### src/rtl/burst_pkg.sv
package burst_pkg;

    // Source of the effective address; codes are visible on addr_src
    typedef enum logic [1:0] {
        SRC_HOLD = 2'd0,
        SRC_LOAD = 2'd1,
        SRC_INCR = 2'd2,
        SRC_ZERO = 2'd3
    } addr_src_e;

    // Controls after polarity conversion
    typedef struct packed {
        logic clr;
        logic load;
        logic step;
    } burst_ctl_t;

    // Fixed priority: clear, then load, then step, else hold
    function automatic addr_src_e pick_source(burst_ctl_t c);
        if (c.clr)       return SRC_ZERO;
        else if (c.load) return SRC_LOAD;
        else if (c.step) return SRC_INCR;
        else             return SRC_HOLD;
    endfunction

endpackage

### src/rtl/burst_ctl_decode.sv
module burst_ctl_decode
    import burst_pkg::*;
(
    input  logic      strobe_n,
    input  logic      count_en_n,
    input  logic      clear_n,
    output addr_src_e sel
);

    burst_ctl_t ctl;

    always_comb begin
        ctl.clr  = ~clear_n;
        ctl.load = ~strobe_n;
        ctl.step = ~count_en_n;
        sel      = pick_source(ctl);
    end

endmodule

### src/rtl/burst_ctr.sv
module burst_ctr
    import burst_pkg::*;
#(
    parameter int ADDR_W = 16,
    parameter int WORDS  = 1 << ADDR_W
) (
    input  logic              clk,
    input  logic              rst,
    input  addr_src_e         sel,
    input  logic [ADDR_W-1:0] ext,
    output logic [ADDR_W-1:0] q,
    output addr_src_e         src_q
);

    localparam logic [ADDR_W-1:0] LAST = ADDR_W'(WORDS - 1);
    localparam logic [ADDR_W-1:0] ONE  = ADDR_W'(1);
    localparam bit FULL_RANGE = (WORDS == (1 << ADDR_W));

    logic [ADDR_W-1:0] q_inc;
    logic [ADDR_W-1:0] q_nxt;

    generate
        if (FULL_RANGE) begin : g_natural_wrap
            always_comb q_inc = q + ONE;
        end else begin : g_bounded_wrap
            always_comb q_inc = (q >= LAST) ? '0 : q + ONE;
        end
    endgenerate

    always_comb begin
        unique case (sel)
            SRC_ZERO: q_nxt = '0;
            SRC_LOAD: q_nxt = ext;
            SRC_INCR: q_nxt = q_inc;
            default:  q_nxt = q;
        endcase
    end

    always_ff @(posedge clk) begin
        if (rst) begin
            q     <= '0;
            src_q <= SRC_ZERO;
        end else begin
            q     <= q_nxt;
            src_q <= sel;
        end
    end

endmodule

### src/rtl/burst_addr_gen.sv
module burst_addr_gen
    import burst_pkg::*;
#(
    parameter int ADDR_W = 16,
    parameter int WORDS  = 1 << ADDR_W
) (
    input  logic              clk,
    input  logic              rst,
    input  logic [ADDR_W-1:0] ext_addr,
    input  logic              strobe_n,
    input  logic              count_en_n,
    input  logic              clear_n,
    output logic [ADDR_W-1:0] eff_addr,
    output logic [1:0]        addr_src
);

    localparam logic [ADDR_W-1:0] LAST = ADDR_W'(WORDS - 1);
    localparam logic [ADDR_W-1:0] ONE  = ADDR_W'(1);

    addr_src_e sel;
    addr_src_e src_q;

    burst_ctl_decode u_dec (
        .strobe_n   (strobe_n),
        .count_en_n (count_en_n),
        .clear_n    (clear_n),
        .sel        (sel)
    );

    burst_ctr #(.ADDR_W(ADDR_W), .WORDS(WORDS)) u_ctr (
        .clk   (clk),
        .rst   (rst),
        .sel   (sel),
        .ext   (ext_addr),
        .q     (eff_addr),
        .src_q (src_q)
    );

    assign addr_src = src_q;


    power_on_zero_chk: assert property (@(posedge clk)
        rst |=> (eff_addr == '0 && addr_src == 2'd3));


    clear_wins_chk: assert property (@(posedge clk) disable iff (rst)
        !clear_n |=> (eff_addr == '0 && addr_src == 2'd3));


    load_take_chk: assert property (@(posedge clk) disable iff (rst)
        (clear_n && !strobe_n) |=> (eff_addr == $past(ext_addr) && addr_src == 2'd1));


    step_up_chk: assert property (@(posedge clk) disable iff (rst)
        (clear_n && strobe_n && !count_en_n && eff_addr != LAST)
            |=> (eff_addr == $past(eff_addr) + ONE && addr_src == 2'd2));


    wrap_zero_chk: assert property (@(posedge clk) disable iff (rst)
        (clear_n && strobe_n && !count_en_n && eff_addr == LAST) |=> (eff_addr == '0));


    idle_hold_chk: assert property (@(posedge clk) disable iff (rst)
        (clear_n && strobe_n && count_en_n) |=> ($stable(eff_addr) && addr_src == 2'd0));

endmodule

### config.mk
export PLATFORM = sky130hd
export DESIGN_NAME = burst_addr_gen
export DESIGN_NICKNAME = d
export VERILOG_FILES = /design/src/rtl/burst_pkg.sv /design/src/rtl/burst_ctl_decode.sv /design/src/rtl/burst_ctr.sv /design/src/rtl/burst_addr_gen.sv
export SDC_FILE = /design/constraint.sdc
export NUM_CORES = 1
export LEC_CHECK = 0
export BUFFER_PORTS_ARGS = -buffer_cell sky130_fd_sc_hd__buf_2
export CAP_MARGIN = 5
export CORE_MARGIN = 2
export CORE_UTILIZATION = 48
export DETAILED_ROUTE_END_ITERATION = 12
export PLACE_DENSITY = 0.74
export SLEW_MARGIN = 10
export SYNTH_ARGS = -nofsm -noshare
export SYNTH_HDL_FRONTEND = slang
export SYNTH_SLANG_ARGS = --single-unit
export TNS_END_PERCENT = 20
### constraint.sdc
create_clock -name clk -period 1.9 [get_ports clk]
set_input_delay 0.095 -clock clk [delete_from_list [all_inputs] [get_ports clk]]
set_output_delay 0.095 -clock clk [all_outputs]
set_load 0.01 [all_outputs]
# ---- Word level (Yosys, flattened, before mapping)
# Index checks and enable logic that the tools add are counted.
dict set report classes {
  n_addsub 1
  eq_ne 3
  muxes 4
  n_reduce_logical 1
}
# op n
set op_table {}
lappend op_table {{16-bit one-hot mux with 3 select lines} 1}
lappend op_table {{16-bit by 1-bit adder with 16-bit output (second input constant)} 1}
lappend op_table {{2-bit 2-to-1 mux} 3}
lappend op_table {{2-bit equality test (second input constant)} 2}
lappend op_table {{3-bit nonzero test} 1}
lappend op_table {{2-bit by 1-bit equality test with 1-bit output (second input constant)} 1}
dict set report totals {
  reg_bits 18
  in_bits 21
  output_inout_bits 18
  word_cells 11
}

# ---- Logic depth before layout (Yosys ltp)
# Gate-level depths: netlist of run 1.
dict set report logic_depth {
  word_depth 5
  mapped_depth 5
  mapped_depth_nobuf 5
}

# ---- Cells and area by module
# A second synthesis of run 1 with hierarchy kept.
dict set report hier_totals {
  cells_unflattened 132
  hier_area_um2 1062.3
}
# mod instances cells_each area_each_um2 seq_area_each_um2
set by_module_without_submodules {}
lappend by_module_without_submodules {burst_ctr 1 129 1046.0 360.3}
lappend by_module_without_submodules {burst_ctl_decode 1 3 16.3 0.0}

# ---- Least setup slack after synthesis of run 1
# No wires, ideal clock.
dict set report synth_timing {
  kind {reg2reg}
  from {reg u_ctr.q[0]}
  to {reg u_ctr.q[6]}
  setup_time_ns 0.091
  arrival_time_ns 1.621
  t_required_ns 1.809
  path_slack_ns 0.189
  path_stages_with_launch 5
  period_less_slack_ns 1.711
  path_cell_list {dfxtp_1 > ha_1 > nand4_1 > or3_2 > a311oi_1}
}
dict set report synth_between {
  elab_chain_cells 2
}
# item line_no
set synth_lines {}
lappend synth_lines {{start, declared} burst_ctr.sv:11} ;# output logic [ADDR_W-1:0] q,
lappend synth_lines {{start signal, assigned} burst_ctr.sv:44} ;# q <= q_nxt;
lappend synth_lines {{16-bit by 1-bit adder with 16-bit output} burst_ctr.sv:24} ;# always_comb q_inc = q + ONE;
lappend synth_lines {{16-bit one-hot mux with 3 select lines} burst_ctr.sv:31} ;# unique case (sel)
# No other way between the ends.
# A chain may end at the register's enable or synchronous reset.

# ---- Worst setup path in the final report of run 1
dict set report layout_timing {
  from {reg u_ctr.q[1]}
  to {reg u_ctr.q[6]}
}
# The elaborated chain is that of the path after synthesis.

==> results.sh, run 1 <==
export IMPL_start_kind="flop"
export IMPL_post_drt_wl_per_cell_um=13.4
export IMPL_fin_crit_ns=1.78
export IMPL_syn_area_mm2=0.00107
export IMPL_leakagePower_nw=0.542
export IMPL_r2r_end="u_ctr.q[6]$_SDFFE_PP0P_"
export IMPL_yosys_area_top_type="dfxtp_1"
export IMPL_tritoncts="yes"
export IMPL_regToRegStartpoint="u_ctr.q[1]$_SDFFE_PP0P_"
export IMPL_holdWs_ns=0.0216
export IMPL_drt_total_wl_mm=2.70
export IMPL_dp_hpwl_mm=1.93
export IMPL_min_period_over_period_pct=93.9
export IMPL_layout_drive_gt1_share_pct=32.9
export IMPL_cap_violations=0
export IMPL_syn_inst=128
export IMPL_cts_buffers_inserted=3
export IMPL_htreeDepth=1
export IMPL_fill_cells=202
export IMPL_ys_flop_type="dfxtp_1"
export IMPL_max_stage_delay_ns=0.53
export IMPL_hp_class="in2reg"
export IMPL_placed_area_mm2=0.00131
export IMPL_cts_sinks=18
export IMPL_syn_nets=150
export IMPL_drt_pass1_iterations=4
export IMPL_path_delay_family="simple AND/OR/NAND/NOR gates"
export IMPL_cp_depth=4
export IMPL_crit_type="reg2reg"
export IMPL_ys_types=42
export IMPL_status="finished clean"
export IMPL_final_hold_viol_count=0
export IMPL_max_clock_freq_mhz=560
export IMPL_clock_skew_final_ns=0.00677
export IMPL_hold_end="u_ctr.q[0]$_SDFFE_PP0P_"
export IMPL_crit_fanout=8
export IMPL_synth_edf_count=0
export IMPL_ys_warn_count=0
export IMPL_drtAntennaViolNets=0
export IMPL_track_usage_pct=22.6
export IMPL_yosys_top_cells_area="dfxtp_1 34%, a211oi_1 4.2%, a311oi_1 4.1%"
export IMPL_async_flop_share_pct=0
export IMPL_fin_nets=196
export IMPL_drt_iter0_markers=34
export IMPL_slew_headroom_pct=61.9
export IMPL_yosysSeqAreaShare_pct=33.8
export IMPL_finalSetupViolCount=0
export IMPL_powerDensity_mw_per_mm2=564
export IMPL_clockBufferDepth=2
export IMPL_stdcell_area_mm2=0.00137
export IMPL_grt_pass1_wl_mm=4.48
export IMPL_synth_avg_cell_area_um2=8.33
export IMPL_diodes=0
export IMPL_dieWidth_um=51.1
export IMPL_start_util_pct=49.6
export IMPL_grt_pass1_vias=1060
export IMPL_area_growth_syn_to_layout_pct=28.3
export IMPL_yosys_area_top_type_share_pct=33.8
export IMPL_synth_seq_cells=18
export IMPL_r2r_cells=4
export IMPL_min_from="ext_addr[0]"
export IMPL_cts_root_buf="clkbuf_4"
export IMPL_cp_cell_sequence="ha_2, nand4_1, or3_2, a311oi_1"
export IMPL_endpoint_kind="flop"
export IMPL_antenna_found_initial=0
export IMPL_cp_arrival_ns=1.99
export IMPL_critPathBufInv=0
export IMPL_top_level_ports=39
export IMPL_via_per_inst=5.68
export IMPL_hold_depth=3
export IMPL_place_gp_congestion=0.829
export IMPL_die_h_um=51.1
export IMPL_insertion_delay_ns=0.30
export IMPL_die_area_mm2=0.00261
export IMPL_grt_overflow=0
export IMPL_grt_max_degree=19
export IMPL_critPathRequiredTime_ns=2.10
export IMPL_ir_worst_vdd_v=0.000410
export IMPL_drc=0
export IMPL_coreArea_mm2=0.00215
export IMPL_worst_r2r_setup_slack_ns=0.12
export IMPL_vias=1141
export IMPL_port_buffers=38
export IMPL_crit_slowest_cell="or3_2"
export IMPL_worst_pin_slew_ns=0.571
export IMPL_placementRows=17
export IMPL_finalMaxSlewViolations=0
export IMPL_path_clk_slew_ns=0.10
[layout make-up]
class / instances / area, µm² / share of cell area (%)
clock buffers: 4 / 36.3 / 2.65
inverters: 5 / 18.8 / 1.37
multi-input cells: 100 / 663 / 48.5
flip-flops and latches: 18 / 362 / 26.4
well taps: 28 / 35.0 / 2.56
repair buffers: 46 / 253 / 18.5
[state kept, by name (all words and copies together), names as in the netlist]
signal       count
u_ctr.src_q      2
u_ctr.q         16
[tightest hold or removal path: cells and delay by family]
family	cells	cell delay [ns]
simple gates	1	0.07
mux	1	0.05
buf+inv	1	0.07
[synth_stat cells (2+ instances only)]
master / number
nand3_1: 6
o21ai_0: 6
nand4_1: 2
inv_1: 5
nor3_1: 3
dfxtp_1: 18
mux2i_1: 3
nand2_1: 9
nor2b_1: 3
xnor2_1: 4
nor4_1: 4
nor2_1: 11
a2111oi_0: 3
a211oi_1: 6
a311oi_1: 5
nand3b_1: 4
clkbuf_1: 3
nand2b_1: 5
a21oi_1: 5
[worst max path at each step]
stage | start | endpoint | slack (ns)
floorplan | u_ctr.q[0]$_SDFFE_PP0P_ | u_ctr.q[6]$_SDFFE_PP0P_ | 0.19
global placement | u_ctr.q[1]$_SDFFE_PP0P_ | u_ctr.q[6]$_SDFFE_PP0P_ | 0.17
detailed placement | u_ctr.q[1]$_SDFFE_PP0P_ | u_ctr.q[6]$_SDFFE_PP0P_ | 0.1
CTS | u_ctr.q[1]$_SDFFE_PP0P_ | u_ctr.q[6]$_SDFFE_PP0P_ | 0.07
global route | u_ctr.q[1]$_SDFFE_PP0P_ | u_ctr.q[6]$_SDFFE_PP0P_ | -0.01
finish | u_ctr.q[1]$_SDFFE_PP0P_ | u_ctr.q[6]$_SDFFE_PP0P_ | 0.12
[cell families (layout without fill, tap and decap cells)]
family | after synthesis | in the layout | synth area share (%)
AND/OR/NAND/NOR | 55 | 55 | 29.2
XOR/XNOR | 5 | 5 | 4.11
adder cells (fa/ha/maj) | 1 | 1 | 1.17
AO/OA/AOI/OAI | 35 | 35 | 23.6
flip-flops | 18 | 18 | 33.8
buffers and inverters | 10 | 55 | 4.23
multiplexers | 4 | 4 | 3.87
[power breakdown]
part	total [W]	leakage [nW]	switching [W]	internal, W
clock	0.000244	0.0210	0.000127	0.000117
sequential	0.000404	0.147	0.0000139	0.000390
combinational	0.000124	0.374	0.0000658	0.0000583
[layout by cell type, fill, tap and decap left out, types with 4 or more instances in the layout]
cell,count
nand3_1,6
nand2b_1,5
a311oi_1,5
nand2_1,9
nand3b_1,4
buf_4,7
buf_2,38
xnor2_1,4
nor4_1,4
dfxtp_1,17
nor2_1,11
inv_1,5
a211oi_1,6
o21ai_0,6
a21oi_1,5
[layer usage]
metal,routed length (µm),vias up,track usage [%],share of wire [%]
met1,1180,520,28.5,44
met2,1320,42,37.7,49
li1,-,575,-,-
met3,166,4,3.22,6.2
met4,29,0,10.8,1.1
met5,0,-,0,0
[per-stage QoR]
stage,setup slack (ns),total power (W),std cells,utilization (%),setup TNS (ns)
floorplan,0.189,0.000482,128,-,0
detailed placement,0.0966,0.000534,195,61.0,0
finish,0.115,0.000772,201,63.7,0
global route,-0.0112,0.000811,201,63.7,-0.0112
global placement,0.168,0.000532,195,61.0,0
CTS,0.0721,0.000781,200,63.1,0
[timing repair]
item / 4_1_cts / 5_1_grt
setup endpoints to repair: 0 / 5
hold endpoints to repair: 2 / 0
setup buffers: 0 / 1
resized for setup: 0 / 3
hold buffers: 1 / 0
Power figures use the tool's default switching activity.
==> run 2: changes to the inputs <==
Settings changed: CORE_UTILIZATION 48 to 43, PLACE_DENSITY 0.74 to 0.7.
Clock period 1.9 ns to 1.5 ns, I/O delays scaled along.
==> run 2 against run 1 <==
Compared with the run above:
- the flow now finishes with violations (setup timing)
- worst setup slack got worse by 0.18 ns
- final cell count grew 10%
- first-iteration DRC count is 18% lower
- critical path depth up 2
- sequential share of layout area is 2.6 points lower
- critical path type unchanged
- critical endpoint is now u_ctr.q[14]$_SDFFE_PP0P_
- largest power group unchanged
- highest routed layer unchanged
==> results.sh, run 2 (synthesis results as in run 1) <==
export IMPL_grt_max_degree=22
export IMPL_fin_crit_ns=1.56
export IMPL_drt_pass1_iterations=4
export IMPL_antenna_found_initial=0
export IMPL_final_hold_viol_count=0
export IMPL_die_area_mm2=0.00289
export IMPL_max_clock_freq_mhz=639
export IMPL_dp_hpwl_mm=2.34
export IMPL_layout_drive_gt1_share_pct=47.9
export IMPL_fin_nets=215
export IMPL_tritoncts="yes"
export IMPL_r2r_cells=6
export IMPL_min_period_over_period_pct=104
export IMPL_grt_pass1_wl_mm=4.95
export IMPL_drc=0
export IMPL_hold_end="u_ctr.q[12]$_SDFFE_PP0P_"
export IMPL_ir_worst_vdd_v=0.000564
export IMPL_die_h_um=53.8
export IMPL_cp_depth=6
export IMPL_top_level_ports=39
export IMPL_clock_skew_final_ns=0.00538
export IMPL_critPathBufInv=1
export IMPL_coreArea_mm2=0.00241
export IMPL_finalMaxSlewViolations=0
export IMPL_pre_cts_ws_ns=-0.0827
export IMPL_path_delay_family="simple AND/OR/NAND/NOR gates"
export IMPL_max_stage_delay_ns=0.38
export IMPL_endpoint_kind="flop"
export IMPL_cp_arrival_ns=1.74
export IMPL_place_gp_congestion=0.787
export IMPL_grt_overflow=0
export IMPL_critPathRequiredTime_ns=1.67
export IMPL_powerDensity_mw_per_mm2=621
export IMPL_crit_type="reg2reg"
export IMPL_port_buffers=38
export IMPL_grt_pass1_vias=1153
export IMPL_hp_class="in2reg"
export IMPL_r2r_end="u_ctr.q[14]$_SDFFE_PP0P_"
export IMPL_top_register="u_ctr.q"
export IMPL_tns_ns=-0.138
export IMPL_slew_headroom_pct=58.2
export IMPL_final_common_cell="buf_2"
export IMPL_cts_sinks=18
export IMPL_start_util_pct=44.2
export IMPL_vias=1265
export IMPL_dieWidth_um=53.8
export IMPL_worst_r2r_setup_slack_ns=-0.06
export IMPL_holdWs_ns=0.0203
export IMPL_rsz0062_at_grt="yes"
export IMPL_via_per_inst=5.70
export IMPL_area_growth_syn_to_layout_pct=53.3
export IMPL_top_regs="u_ctr.q x16, u_ctr.src_q x2"
export IMPL_fill_cells=205
export IMPL_crit_fanout=5
export IMPL_post_drt_wl_per_cell_um=14.5
export IMPL_crit_slowest_cell="dfxtp_4"
export IMPL_leakagePower_nw=0.676
export IMPL_cts_root_buf="clkbuf_4"
export IMPL_worst_pin_slew_ns=0.626
export IMPL_largest_register_ffs=16
export IMPL_hold_depth=3
export IMPL_drt_iter0_markers=28
export IMPL_htreeDepth=1
export IMPL_status="finished, violations left"
export IMPL_track_usage_pct=23.6
export IMPL_finalSetupViolCount=3
export IMPL_insertion_delay_ns=0.31
export IMPL_start_kind="flop"
export IMPL_diodes=0
export IMPL_drt_total_wl_mm=3.21
export IMPL_cap_violations=0
export IMPL_final_cell_mix="38 x buf_2, 23 x buf_4, 11 x nor2_1"
export IMPL_min_from="ext_addr[12]"
export IMPL_clockBufferDepth=2
export IMPL_violations="setup timing"
export IMPL_drtAntennaViolNets=0
export IMPL_finalWorstSetupSlack_ns=-0.0637
export IMPL_regToRegStartpoint="u_ctr.q[0]$_SDFFE_PP0P_"
export IMPL_cts_buffers_inserted=3
export IMPL_cp_cell_sequence="ha_4, nand4_1, buf_4, nor4_4, mux2i_1, a211oi_1"
export IMPL_placementRows=18
export IMPL_path_clk_slew_ns=0.11
==> run 2: cell types whose count changed in the layout (fill, tap and decap cells not counted), sizes merged <==
cell         before  now
buf              45   61
dlygate4sd3       1    4
==> run 2: routing by layer <==
metal	track usage [%]	up-vias	part of all wire [%]
li1	-	612	-
met1	28.7	602	42
met2	38.8	46	51
met3	4.44	5	6.0
met4	12.8	0	1.4
met5	0	-	0
==> run 2: worst min-delay path, cell delays in order <==
cell,delay (ns)
buf_2,0.11
nand2_1,0.05
a211oi_1,0.06
==> run 2: layout make-up <==
type	instances	area, µm²	share of cell area (%)
multi-input cells	100	748	45.8
clock buffers	4	36.3	2.22
well taps	30	37.5	2.30
flip-flops and latches	18	390	23.9
inverters	5	18.8	1.15
repair buffers	65	403	24.7
==> run 2: through the flow <==
step / std cells / instance area, µm² / total power, W / util, %
floorplan: 128 / 1120 / 0.000608 / -
global placement: 210 / 1460 / 0.000687 / 60.6
detailed placement: 210 / 1460 / 0.000694 / 60.6
CTS: 219 / 1560 / 0.00102 / 64.6
global route: 222 / 1630 / 0.00107 / 67.8
finish: 222 / 1630 / 0.00102 / 67.8
==> run 2: worst max path at each step <==
stage / startpoint / end / slack, ns
4_1_cts: u_ctr.q[8]$_SDFFE_PP0P_ / u_ctr.q[15]$_SDFFE_PP0P_ / -0.08
5_1_grt: u_ctr.q[0]$_SDFFE_PP0P_ / u_ctr.q[14]$_SDFFE_PP0P_ / -0.16
3_3_place_gp: u_ctr.q[0]$_SDFFE_PP0P_ / u_ctr.q[14]$_SDFFE_PP0P_ / -0.04
6_report: u_ctr.q[0]$_SDFFE_PP0P_ / u_ctr.q[14]$_SDFFE_PP0P_ / -0.06
3_5_place_dp: u_ctr.q[0]$_SDFFE_PP0P_ / u_ctr.q[14]$_SDFFE_PP0P_ / -0.08
2_1_floorplan: u_ctr.q[0]$_SDFFE_PP0P_ / u_ctr.q[15]$_SDFFE_PP0P_ / -0.04
==> run 2: power by group <==
group | switching (W) | internal (W) | total [W]
sequential | 0.0000169 | 0.000487 | 0.000504
combinational | 0.0000991 | 0.0000928 | 0.000192
clock | 0.000171 | 0.000148 | 0.000319
==> run 2: repair_timing <==
item,in CTS,in global routing
resized for setup,3,15
pin swaps,0,7
hold endpoints to repair,5,0
buffers inserted,1,3
endpoints found under the setup margin,7,11
hold buffers,4,0
